--- config.mk ---
export PLATFORM = sky130hd
export DESIGN_NAME = usb_out_ep_handshake
export DESIGN_NICKNAME = d
export VERILOG_FILES = /design/src/rtl/ep_hs_pkg.sv /design/src/rtl/ep_busy_ctrl.sv /design/src/rtl/ep_irq_capture.sv /design/src/rtl/ep_cpu_regs.sv /design/src/rtl/usb_out_ep_handshake.sv
export SDC_FILE = /design/constraint.sdc
export NUM_CORES = 1
export LEC_CHECK = 0
export ABC_AREA = 1
export BUFFER_PORTS_ARGS = -buffer_cell sky130_fd_sc_hd__buf_2
export CAP_MARGIN = 20
export CORE_MARGIN = 4
export CORE_UTILIZATION = 34
export DETAILED_ROUTE_END_ITERATION = 6
export SYNTH_ARGS = -nofsm -noshare
export SYNTH_HDL_FRONTEND = slang
export SYNTH_SLANG_ARGS = --single-unit
--- constraint.sdc ---
create_clock -name clk -period 3.9 [get_ports clk]
set_clock_uncertainty 0.1 [all_clocks]
set_input_delay 1.17 -clock clk [delete_from_list [all_inputs] [get_ports clk]]
set_output_delay 1.17 -clock clk [all_outputs]
set_load 0.05 [all_outputs]
--- src/rtl/ep_hs_pkg.sv ---
package ep_hs_pkg;

  typedef enum logic [1:0] {
    HS_NONE  = 2'd0,
    HS_ACK   = 2'd1,
    HS_NAK   = 2'd2,
    HS_STALL = 2'd3
  } hs_code_e;

  localparam int REG_CTRL  = 0;
  localparam int REG_COUNT = 1;
  localparam int REG_IRQ   = 2;
  localparam int REG_FAST  = 3;

  localparam int CTRL_BUSY_BIT  = 0;
  localparam int CTRL_STALL_BIT = 1;

  // Handshake choice for one finished OUT transaction.
  function automatic hs_code_e hs_decide(input logic stall, input logic busy,
                                         input logic good);
    hs_code_e r;
    if (stall)      r = HS_STALL;
    else if (!busy) r = HS_NAK;
    else if (good)  r = HS_ACK;
    else            r = HS_NONE;
    return r;
  endfunction

  // Buffer is handed back to firmware only on an acknowledged packet.
  function automatic logic takes_packet(input logic stall, input logic busy,
                                        input logic good);
    return !stall && busy && good;
  endfunction

endpackage

--- src/rtl/ep_busy_ctrl.sv ---
module ep_busy_ctrl
  import ep_hs_pkg::*;
#(
  parameter int CNT_W = 7
) (
  input  logic             clk,
  input  logic             rst_n,
  input  logic             arm_wr,
  input  logic             stall_wr,
  input  logic             stall_wdata,
  input  logic             sie_end,
  input  logic             sie_good,
  input  logic [CNT_W-1:0] sie_len,
  output logic             busy,
  output logic             stall,
  output hs_code_e         hs_code,
  output logic             ack_ev,
  output logic [CNT_W-1:0] count
);

  hs_code_e hs_next;
  logic     busy_next;

  always_comb begin
    hs_next = sie_end ? hs_decide(stall, busy, sie_good) : HS_NONE;
    ack_ev  = sie_end && takes_packet(stall, busy, sie_good);
  end

  // An arming write in the same cycle as an ACK leaves the buffer armed.
  always_comb begin
    busy_next = busy;
    if (ack_ev) busy_next = 1'b0;
    if (arm_wr) busy_next = 1'b1;
  end

  always_ff @(posedge clk or negedge rst_n) begin
    if (!rst_n) begin
      busy    <= 1'b0;
      stall   <= 1'b0;
      hs_code <= HS_NONE;
      count   <= '0;
    end else begin
      busy    <= busy_next;
      hs_code <= hs_next;
      if (stall_wr) stall <= stall_wdata;
      if (ack_ev)   count <= sie_len;
    end
  end

  AST_ARM_SETS_BUSY: assert property (@(posedge clk) disable iff (!rst_n)
    arm_wr |=> busy);

  AST_BAD_KEEPS_BUSY: assert property (@(posedge clk) disable iff (!rst_n)
    (sie_end && busy && !sie_good) |=> busy);

  AST_NAK_KEEPS_COUNT: assert property (@(posedge clk) disable iff (!rst_n)
    (sie_end && !busy) |=> $stable(count));

  AST_STALL_ANSWER: assert property (@(posedge clk) disable iff (!rst_n)
    (sie_end && stall) |=> (hs_code == HS_STALL));

  AST_STALL_CPU_ONLY: assert property (@(posedge clk) disable iff (!rst_n)
    !stall_wr |=> $stable(stall));

  AST_HS_PULSE: assert property (@(posedge clk) disable iff (!rst_n)
    (hs_code != HS_NONE) |-> $past(sie_end));

endmodule

--- src/rtl/ep_irq_capture.sv ---
module ep_irq_capture (
  input  logic clk,
  input  logic rst_n,
  input  logic busy,
  input  logic clr_wr,
  output logic busy_fall,
  output logic irq_pend
);

  logic busy_q;

  assign busy_fall = busy_q && !busy;

  always_ff @(posedge clk or negedge rst_n) begin
    if (!rst_n) begin
      busy_q   <= 1'b0;
      irq_pend <= 1'b0;
    end else begin
      busy_q <= busy;
      if (busy_fall)   irq_pend <= 1'b1;
      else if (clr_wr) irq_pend <= 1'b0;
    end
  end

  AST_IRQ_HOLD: assert property (@(posedge clk) disable iff (!rst_n)
    (irq_pend && !clr_wr) |=> irq_pend);

  AST_IRQ_NEEDS_FALL: assert property (@(posedge clk) disable iff (!rst_n)
    (!irq_pend && !busy_fall) |=> !irq_pend);

endmodule

--- src/rtl/ep_cpu_regs.sv ---
module ep_cpu_regs
  import ep_hs_pkg::*;
#(
  parameter int ADDR_W = 2,
  parameter int DATA_W = 8,
  parameter int CNT_W  = 7
) (
  input  logic              cpu_wr,
  input  logic [ADDR_W-1:0] cpu_addr,
  input  logic [DATA_W-1:0] cpu_wdata,
  input  logic              busy,
  input  logic              stall,
  input  logic              irq_pend,
  input  logic [CNT_W-1:0]  count,
  input  logic              ep0_busy,
  input  logic              ep1in_busy,
  output logic              arm_wr,
  output logic              stall_wr,
  output logic              stall_wdata,
  output logic              irq_clr,
  output logic [DATA_W-1:0] rdata
);

  localparam int CNT_PAD = DATA_W - CNT_W;

  logic unused_wdata;
  assign unused_wdata = ^cpu_wdata;

  always_comb begin
    arm_wr      = cpu_wr && (cpu_addr == ADDR_W'(REG_COUNT));
    stall_wr    = cpu_wr && (cpu_addr == ADDR_W'(REG_CTRL));
    stall_wdata = cpu_wdata[CTRL_STALL_BIT];
    irq_clr     = cpu_wr && (cpu_addr == ADDR_W'(REG_IRQ)) && cpu_wdata[0];
  end

  always_comb begin
    rdata = '0;
    case (cpu_addr)
      ADDR_W'(REG_CTRL): begin
        rdata[CTRL_BUSY_BIT]  = busy;
        rdata[CTRL_STALL_BIT] = stall;
      end
      ADDR_W'(REG_COUNT): rdata = busy ? '0 : {{CNT_PAD{1'b0}}, count};
      ADDR_W'(REG_IRQ):   rdata[0] = irq_pend;
      ADDR_W'(REG_FAST):  rdata[2:0] = {ep1in_busy, busy, ep0_busy};
      default:            rdata = '0;
    endcase
  end

  always_comb begin
    if (cpu_addr == ADDR_W'(REG_COUNT) && busy)
      AST_COUNT_HIDDEN: assert (rdata == '0);
  end

endmodule

--- src/rtl/usb_out_ep_handshake.sv ---
module usb_out_ep_handshake
  import ep_hs_pkg::*;
#(
  parameter int ADDR_W = 2,
  parameter int DATA_W = 8,
  parameter int CNT_W  = 7
) (
  input  logic              clk,
  input  logic              rst_n,
  input  logic              cpu_wr,
  input  logic [ADDR_W-1:0] cpu_addr,
  input  logic [DATA_W-1:0] cpu_wdata,
  output logic [DATA_W-1:0] cpu_rdata,
  input  logic              sie_out_end,
  input  logic              sie_out_good,
  input  logic [CNT_W-1:0]  sie_out_len,
  output logic [1:0]        hs_code,
  output logic              ep_busy,
  output logic              irq_req,
  input  logic              ep0_busy_in,
  input  logic              ep1in_busy_in
);

  // Internal events, named for the assertions.
  logic             arm_wr;
  logic             stall_wr;
  logic             stall_wdata;
  logic             irq_clr;
  logic             ack_ev;
  logic             busy_fall;
  logic             stall;
  logic [CNT_W-1:0] count;
  hs_code_e         hs_q;

  ep_busy_ctrl #(.CNT_W(CNT_W)) u_busy (
    .clk        (clk),
    .rst_n      (rst_n),
    .arm_wr     (arm_wr),
    .stall_wr   (stall_wr),
    .stall_wdata(stall_wdata),
    .sie_end    (sie_out_end),
    .sie_good   (sie_out_good),
    .sie_len    (sie_out_len),
    .busy       (ep_busy),
    .stall      (stall),
    .hs_code    (hs_q),
    .ack_ev     (ack_ev),
    .count      (count)
  );

  ep_irq_capture u_irq (
    .clk      (clk),
    .rst_n    (rst_n),
    .busy     (ep_busy),
    .clr_wr   (irq_clr),
    .busy_fall(busy_fall),
    .irq_pend (irq_req)
  );

  ep_cpu_regs #(.ADDR_W(ADDR_W), .DATA_W(DATA_W), .CNT_W(CNT_W)) u_regs (
    .cpu_wr     (cpu_wr),
    .cpu_addr   (cpu_addr),
    .cpu_wdata  (cpu_wdata),
    .busy       (ep_busy),
    .stall      (stall),
    .irq_pend   (irq_req),
    .count      (count),
    .ep0_busy   (ep0_busy_in),
    .ep1in_busy (ep1in_busy_in),
    .arm_wr     (arm_wr),
    .stall_wr   (stall_wr),
    .stall_wdata(stall_wdata),
    .irq_clr    (irq_clr),
    .rdata      (cpu_rdata)
  );

  assign hs_code = hs_q;

  AST_IRQ_ON_FALL: assert property (@(posedge clk) disable iff (!rst_n)
    $fell(ep_busy) |=> irq_req);

  AST_FALL_ONLY_ON_ACK: assert property (@(posedge clk) disable iff (!rst_n)
    (ep_busy && !ack_ev) |=> ep_busy);

  AST_ACK_RELEASES: assert property (@(posedge clk) disable iff (!rst_n)
    (ack_ev && !arm_wr) |=> (!ep_busy && hs_code == 2'd1));

endmodule

==> summary by stage, run 1 <==
Clocking
For this design, the sink count on the clock tree is 13. TritonCTS built the clock tree. The number of buffers created by CTS is 3.

The number of buffers added to fix hold violations after cts is 0. The maximum level of the CTS H-tree is 1. Clock tree synthesis selected as its root buffer the cell sky130_fd_sc_hd__clkbuf_4. Clock-pin slew was measured on the worst setup and hold paths at 0.08 ns.

The maximum clock path buffer count is 2. The total of cells resized after clock tree synthesis is 0. Post-CTS timing repair inserted 0 buffers for setup.

At the later pin of the worst-skew pair, clock insertion delay measures 0.26 ns.

Global routing
The wire length of the first global-routing pass is roughly 2.3 mm. The largest net degree at the start of global routing is 14. The global routing usage summed across all routing layers is between 10% and 20%. The initial antenna violation count was 0. The number of global-route vias before repair came to just over 500. After global routing the overflow that remains totals 0.

Logic synthesis
Of the total synthesized cell area, the portion taken by AND, OR, NAND and NOR gates is 38.6%. The area of the mapped netlist is 648 sq um. The number of distinct library cells after synthesis is 15. By area, the combinational part of the netlist is dominated by simple AND/OR/NAND/NOR gates. The number of nets handed over by synthesis was 109. Of the synthesized area, sequential elements account for between 50% and 60%. Averaged over all synthesized cells, the footprint is 7.62 sq um. Synthesis produced 85 cells. The biggest area consumer among synthesized cells is sky130_fd_sc_hd__dfrtp_1. Summing the areas of all compound-gate instances in the mapped netlist gives approximately 1.5% of the synthesized area. The multiplexer share of the synthesized area is 0%. Of the total synthesized cell area, the portion taken by XOR and XNOR cells is 0%.

The Yosys warning count is 0. Yosys attributes the largest share of cell area to sky130_fd_sc_hd__dfrtp_1 50%, sky130_fd_sc_hd__nand2_1 20%, sky130_fd_sc_hd__nand3_1 6.2%, sky130_fd_sc_hd__inv_1 5.2%, sky130_fd_sc_hd__nor2_1 4.1%. The post-synthesis share of cell area spent on full adders, half adders and majority gates is 0%. The share of synthesized area in the top cell type comes to 50.2%.

The post-synthesis register bit count is 13.

Drt
Once detail routing completed, the nets flagged for antenna violations numbered 0. In this run, the number of DRC markers left after iteration 0 of detailed routing was 5. The mean routed wirelength per cell is approximately 10 microns.

For this run, the detailed router's first-pass iteration total came to 2. The overall via count from detail_route is approximately 600. For this run, design rule violations remaining after detail routing come to 0. The total routed wirelength is 1.38 mm.

The via-per-instance ratio is 4.33.

Die
The standard cell core area is 1760 sq um. The number of placed I/O pins is 36. The initial cell density of the core is 36.7%. The full die area is 2670 sq um. The standard-cell row count is 15. In this run the horizontal extent of the chip is between 50 and 60 microns. The die is 51.7 microns tall.

Finish
At the end of the flow, the number of nets in the layout was 138. Of the cells placed in the final design, the portion with a size suffix greater than 1 is 31.0%. The signed area change from the synthesized netlist to the final layout is 26.6%. The diode insertion count for antenna repair is 0.

STA
The worst hold slack across all endpoints is between 0.3 and 0.4 ns. Setup repair after global routing left no endpoint under its margin. The final critical delay including setup and external delays is 3.27 ns.

The hold violation count in the final report is 0. The count of final max-slew check failures was 0. Dividing the final minimum period by the clock period gives 83.9%. For this run, the top clock speed supported by timing is just over 0.3 GHz. The number of setup violations in the final report is 0.

The sum of negative setup slack is 0 ns. Setup slack on the critical path of the routed design comes to 0.627 ns.

Placed design
The final weighted congestion of routability-driven global placement is 0.748. Prior to clock tree synthesis, the placed netlist has a worst setup slack of 0.633 ns. The total of buffers placed on input and output ports is 28.

Detailed placement finished with a half-perimeter wire length of 1.07 mm.

Worst hold path
The class of the tightest hold or removal check is reg2reg.

Pwr
Power spread over the standard cell area amounts to ~560 nW/um^2. Across the VDD grid, the largest voltage drop is around 200 uV. The leakage power is 0.000475 uW. The power after layout is 458 uW.

Setup path
The startpoint type of the worst setup path is an input port. The arrival time at the worst endpoint is 2.00 ns. Of all nets on the critical path, the largest fanout is 8.

STA puts the critical path data required time at 2.63 ns. STA classifies the critical path endpoint as an output port. The critical path is of the in2out type.

Outcome
The run finished with clean final reports.

Job
Max-cap violations in this run came to 0.
-- synthesized netlist by cell type, drive strengths merged --
master and n:
nor2 9, conb 1, nand3 9, a21oi 1
buf 4, nand4 3, o21ai 1, dfrtp 13
inv 9, nand2 35
-- state kept, by name (all words and copies together), names as in the netlist --
register	cells
u_busy.busy	1
u_irq.busy_q	1
u_busy.hs_code	2
u_busy.stall	1
u_irq.irq_pend	1
u_busy.count	7
-- final timing paths --
path | startpoint | end | slack [ns] | depth (start not counted)
worst max-delay path | cpu_addr[1] | cpu_rdata[1] | 0.63 | 5
worst min-delay path | u_irq.busy_q$_DFF_PN0_ | u_irq.irq_pend$_DFFE_PN0P_ | 0.36 | 2
worst max register to register | u_busy.busy$_DFFE_PN0P_ | u_busy.count[2]$_DFFE_PN0P_ | 2.64 | 3
worst min register to register | u_irq.busy_q$_DFF_PN0_ | u_irq.irq_pend$_DFFE_PN0P_ | 0.36 | 2
max in group asynchronous | rst_n | u_busy.count[2]$_DFFE_PN0P_ | 2.80 | 1
min in group asynchronous | rst_n | u_irq.irq_pend$_DFFE_PN0P_ | 0.68 | 1
-- final cells by class --
type	count	area (sq um)
Fill cell	217	943
Sequential cell	13	325
Multi-Input combinational cell	59	264
Timing Repair Buffer	28	140
Inverter	9	33.8
Tap cell	25	31.3
Clock buffer	4	26.3
-- where the power goes --
part | internal [uW] | total (uW) | leakage, uW | switching (uW)
clock | 39.5 | 80.2 | 0.0000150 | 40.7
combinational | 47.9 | 167 | 0.000303 | 119
sequential | 179 | 211 | 0.000157 | 32.1
total | 266 | 458 | 0.000475 | 192
-- worst max-delay path, stage by stage --
cell and delay, ns:
sky130_fd_sc_hd__buf_2 0.15, sky130_fd_sc_hd__nor2_1 0.24, sky130_fd_sc_hd__nand2_1 0.10, sky130_fd_sc_hd__nand3_1 0.09, sky130_fd_sc_hd__buf_2 0.26
-- placed cells by master (no fill, tap or decap) --
| cell type | n |
|---|---|
| sky130_fd_sc_hd__conb_1 | 1 |
| sky130_fd_sc_hd__nand3_1 | 8 |
| sky130_fd_sc_hd__clkbuf_1 | 1 |
| sky130_fd_sc_hd__o21ai_0 | 1 |
| sky130_fd_sc_hd__buf_2 | 28 |
| sky130_fd_sc_hd__clkbuf_4 | 3 |
| sky130_fd_sc_hd__dfrtp_1 | 13 |
| sky130_fd_sc_hd__inv_1 | 9 |
| sky130_fd_sc_hd__nor2_2 | 1 |
| sky130_fd_sc_hd__nand3_2 | 1 |
| sky130_fd_sc_hd__nand4_2 | 1 |
| sky130_fd_sc_hd__nor2_1 | 7 |
| sky130_fd_sc_hd__a21oi_1 | 1 |
| sky130_fd_sc_hd__nand4_1 | 2 |
| sky130_fd_sc_hd__nor2_4 | 1 |
| sky130_fd_sc_hd__nand2_1 | 35 |
-- kinds of logic after synthesis --
| group | after synthesis |
|---|---|
| simple gates | 56 |
| flops | 13 |
| buf+inv | 13 |
| compound gates | 2 |
| other cells | 1 |
-- layer usage --
layer | share of wire, % | global-route usage (%) | routed length, microns | vias up
met1 | 47 | 16.0 | 650 | 265
met4 | 1.7 | 6.55 | 23 | 0
met2 | 46 | 16.5 | 642 | 13
met5 | 0 | 0 | 0 | -
met3 | 4.7 | 2.87 | 65 | 2
li1 | - | - | - | 318
-- per-stage QoR --
step                util (%)  area (sq um)  std cells
floorplan                  -           648         85
global placement        45.0           795        134
detailed placement      45.0           795        134
CTS                     46.5           821        138
global route            46.5           821        138
finish                  46.5           821        138
Power figures use the tool's default switching activity.
==> inputs of run 2 (changes only) <==
- ABC_AREA: 1 -> 0
- PLACE_DENSITY: not set -> 0.67
- clock period: 3.9 -> 2.9 ns (I/O delays scaled with it)
==> run 2 against run 1 <==
Compared with the run above: sequential power up 39%; final cell count is 22% lower; die area shrank 2.8%; synthesized area down 3.3%; first-iteration DRC count is 20% higher; non-clock buffer count grew 1; via count decreased by 17%; critical endpoint unchanged; largest cell class unchanged.
==> summary by stage, run 2 <==
Outcome
The flow ran to the end, and the final reports show no timing, DRC or antenna violations.

Logic synthesis
The cell count after synthesis is 53. The area of the mapped netlist is ~630 sq um. The number of enable flip-flop cells after synthesis is 0. The biggest area consumer among synthesized cells is sky130_fd_sc_hd__dfrtp_1. The mean cell area of the mapped netlist is 11.8 sq um. For this run, asynchronously set or reset flops after synthesis account for 100%. The number of nets produced by synthesis is 77.

The most used flip-flop cell after synthesis is sky130_fd_sc_hd__dfrtp_1. The Yosys step of the flow raised 0 warnings. The post-synthesis register bit count is 13.

The most frequently used cell type in the post-synthesis netlist is sky130_fd_sc_hd__dfrtp_1. Ranked by instance count, the synthesized netlist is headed by 13 x sky130_fd_sc_hd__dfrtp_1, 7 x sky130_fd_sc_hd__mux2_2, 4 x sky130_fd_sc_hd__and3_1. The top-area cell type share of the netlist area is between 50 and 60%. For this run, the register share of the synthesized area comes to about 52%. The number of distinct library cells after synthesis is 24. After synthesis, the cell types taking the most area are sky130_fd_sc_hd__dfrtp_1 52%, sky130_fd_sc_hd__mux2_2 13%, sky130_fd_sc_hd__and3_1 4.0%, sky130_fd_sc_hd__nand4_4 3.4%, sky130_fd_sc_hd__a22oi_1 2.4%.

STA
The final critical delay including setup and external delays is 2.68 ns. Setup repair after global routing left no endpoint under its margin. The final critical path takes up 92.3% of the cycle.

The count of final max-slew check failures is 0. The number of setup violations in the final report is 0. The hold violation count in the final report is 0. The sum of negative setup slack is 0 ns. Static timing analysis puts the maximum clock frequency at around 0.37 GHz.

Clocking
The maximum clock path buffer count is 2. Buffers inserted to repair hold after CTS numbered 0. After clock tree synthesis, the repair step resized 0 gates. The number of setup buffers added after CTS is 0. The clock-pin slew on the worst setup and hold paths is 0.08 ns. CTS built an H-tree with a depth of 1. The latest clock arrival within the worst-skew pair is ~0.27 ns.

The tree built by TritonCTS fans out to 13 sinks. Clock tree synthesis inserted a total of 3 buffers. CTS placed an instance of sky130_fd_sc_hd__clkbuf_4 at the clock tree root. The clock tree from TritonCTS is built.

Global routing
The remaining global-route overflow is 0. The wire length of the first global-routing pass is 2.01 mm. The global routing usage summed across all routing layers is 10.6%. The largest net degree at the start of global routing is 14. The number of global-route vias before repair is 470. The initial antenna violation count is 0.

Drt
The remaining number of nets flagged by the antenna check after routing is 0. The number of DRC markers after the initial detailed-route iteration is 6. The first detailed-routing pass ran for 4 iterations.

The mean routed wirelength per cell is 11.8 microns. In the routed layout, each cell is associated on average with a via count of 4.59. After detailed routing, the number of remaining DRC violations is 0.

For this block, the routed nets add up to ~1.3 mm of wire. The detailed router placed 496 vias in this run.

Setup path
Along the worst path, the maximum fanout reaches 6. Among the stages of the critical path, the cell type that occurs most often is sky130_fd_sc_hd__buf_2. Among all stages on the critical path, the largest delay is contributed by sky130_fd_sc_hd__nor2_1.

STA classifies the critical path startpoint as an input port. The worst stage delay on the critical path is 0.25 ns. The data required time of the critical path is about 1.9 ns.

The kind of cell with the highest combined delay on the critical path is buffers and inverters. The launching element of the worst setup path is cpu_addr[1]. The critical path class is in2out.

For the worst setup path, the data arrival time is about 1.7 ns. Traced cell by cell, the critical path runs through buf_2 > nor2_1 > a32oi_1 > nand2_1 > buf_2. The nature of the critical path endpoint is an output port.

The startpoint identified for the worst register-to-register timing path is u_busy.busy$_DFFE_PN0P_. The number of cells on the worst reg-to-reg path is 2. The number of gates on the worst path with buffers counted is 5. The critical path buffer and inverter count is 2.

Placed design
Input and output buffers added on the ports amount to 28. Routability-driven placement finished with a final weighted congestion of 0.684. The HPWL reported at the end of detailed placement is approximately 1000 microns.

Counting tap cells, the placed design contains a total of between 100 and 150 instances.

Worst hold path
The class of the tightest hold or removal check is in2async.

Die
The die covers 2590 sq um. The floorplan step set the die height to 50.9 microns. Row generation in the floorplan step produced 15 rows. The die outline width is between 50 and 60 microns. The number of placed I/O pins is 36.

For this configuration, the core starts out at a cell density of 35.9%. The core region is about 1700 sq um.

Pwr
The worst IR drop on VDD is 368 uV. The internal power of the cells totals 393 uW. Dividing total power by cell area gives a power density of between 700 and 800 nW/um^2. The leakage power is 0.000422 uW.

The combinational cell fraction of total power is a little under two fifths. The share of power burned in registers is 45.8%. Net switching is between 30 and 40% of the power. In this run the power spent charging and discharging nets is 248 uW. The part of the power in the clock network is 16.9%.

Finish
For this run, the post-layout net count is 108. The signed area change from the synthesized netlist to the final layout is 30.3%. The proportion of layout cells with a drive suffix above 1 is 53.0%.

The largest registers in the layout are u_busy.count x7, u_busy.hs_code x2. u_busy.count holds more flip-flops than any other register. After the flow finishes, the layout carries non-filler instances totaling 108. In the layout the commonest cells are 28 x sky130_fd_sc_hd__buf_2, 13 x sky130_fd_sc_hd__dfrtp_1, 7 x sky130_fd_sc_hd__mux2_2. The number of antenna diodes in the final layout is 0. The library cell used most frequently in the layout, excluding fill and tap cells, is sky130_fd_sc_hd__buf_2. The register with the most flip-flops in the layout has 7 of them.

Job
Across the run, the number of max-cap violations was 0.
[run 2: changes by cell type after synthesis, moves of 4 or more]
cell                      delta
sky130_fd_sc_hd__mux2_2      +7
sky130_fd_sc_hd__nor2_1      -4
sky130_fd_sc_hd__and3_1      +4
sky130_fd_sc_hd__inv_1       -6
sky130_fd_sc_hd__nand2_1    -33
sky130_fd_sc_hd__nand3_1     -7
[run 2: worst register-to-register path, stage by stage, from the launching register on]
cell,delay [ns]
sky130_fd_sc_hd__dfrtp_1,0.56
sky130_fd_sc_hd__nand4_4,0.24
sky130_fd_sc_hd__mux2_2,0.33
[run 2: routing by layer]
layer  track usage, %  routed length [microns]  vias to the layer above
li1                 -                        -                      245
met1             14.1                      617                      228
met2             13.9                      540                       23
met3             4.37                      117                        0
met4             6.73                        0                        0
met5                0                        0                        -
[run 2: metrics by stage]
stage / instance area [sq um] / hold WS [ns] / utilization (%) / total power [uW] / setup slack (ns)
detailed placement: 791 / 0.393 / 45.3 / 539 / 0.214
finish: 817 / 0.370 / 46.8 / 642 / 0.222
floorplan: 632 / 0.371 / - / 480 / 0.126
global placement: 791 / 0.380 / 45.3 / 533 / 0.213
CTS: 817 / 0.378 / 46.8 / 649 / 0.206
global route: 817 / 0.368 / 46.8 / 680 / 0.108
[run 2: cells by family (layout without fill, tap and decap cells)]
kind of cell / after synthesis / after routing / synth area share, %
AOI/OAI and AO/OA: 9 / 9 / 10.2
other: 1 / 1 / 0.598
DFF: 13 / 13 / 51.9
buffers and inverters: 7 / 37 / 5.59
and+or+nand+nor: 14 / 14 / 15.2
muxes: 9 / 9 / 16.6
[run 2: final timing paths]
check | end | slack [ns]
setup / recovery | cpu_rdata[1] | 0.22
hold / removal | u_busy.count[4]$_DFFE_PN0P_ | 0.37
setup reg to reg | u_busy.count[2]$_DFFE_PN0P_ | 1.56
hold reg to reg | u_irq.irq_pend$_DFFE_PN0P_ | 0.41
max in group asynchronous | u_busy.count[2]$_DFFE_PN0P_ | 2.10
min in group clk | u_irq.irq_pend$_DFFE_PN0P_ | 0.41
[run 2: final cells by class]
type	instances	area (sq um)
clock buffers	4	26.3
well taps	25	31.3
flip-flops and latches	13	325
repair buffers	29	148
multi-input cells	33	272
fillers	170	928
inverters	4	15.0
[run 2: power by group through the flow]
stage | clock network, uW | logic [uW] | registers, uW
after floorplan | 0 | 157 | 322
after global placement | 0 | 238 | 295
after detailed placement | 0 | 241 | 298
after CTS | 113 | 242 | 294
after global routing | 124 | 255 | 302
final | 109 | 239 | 294
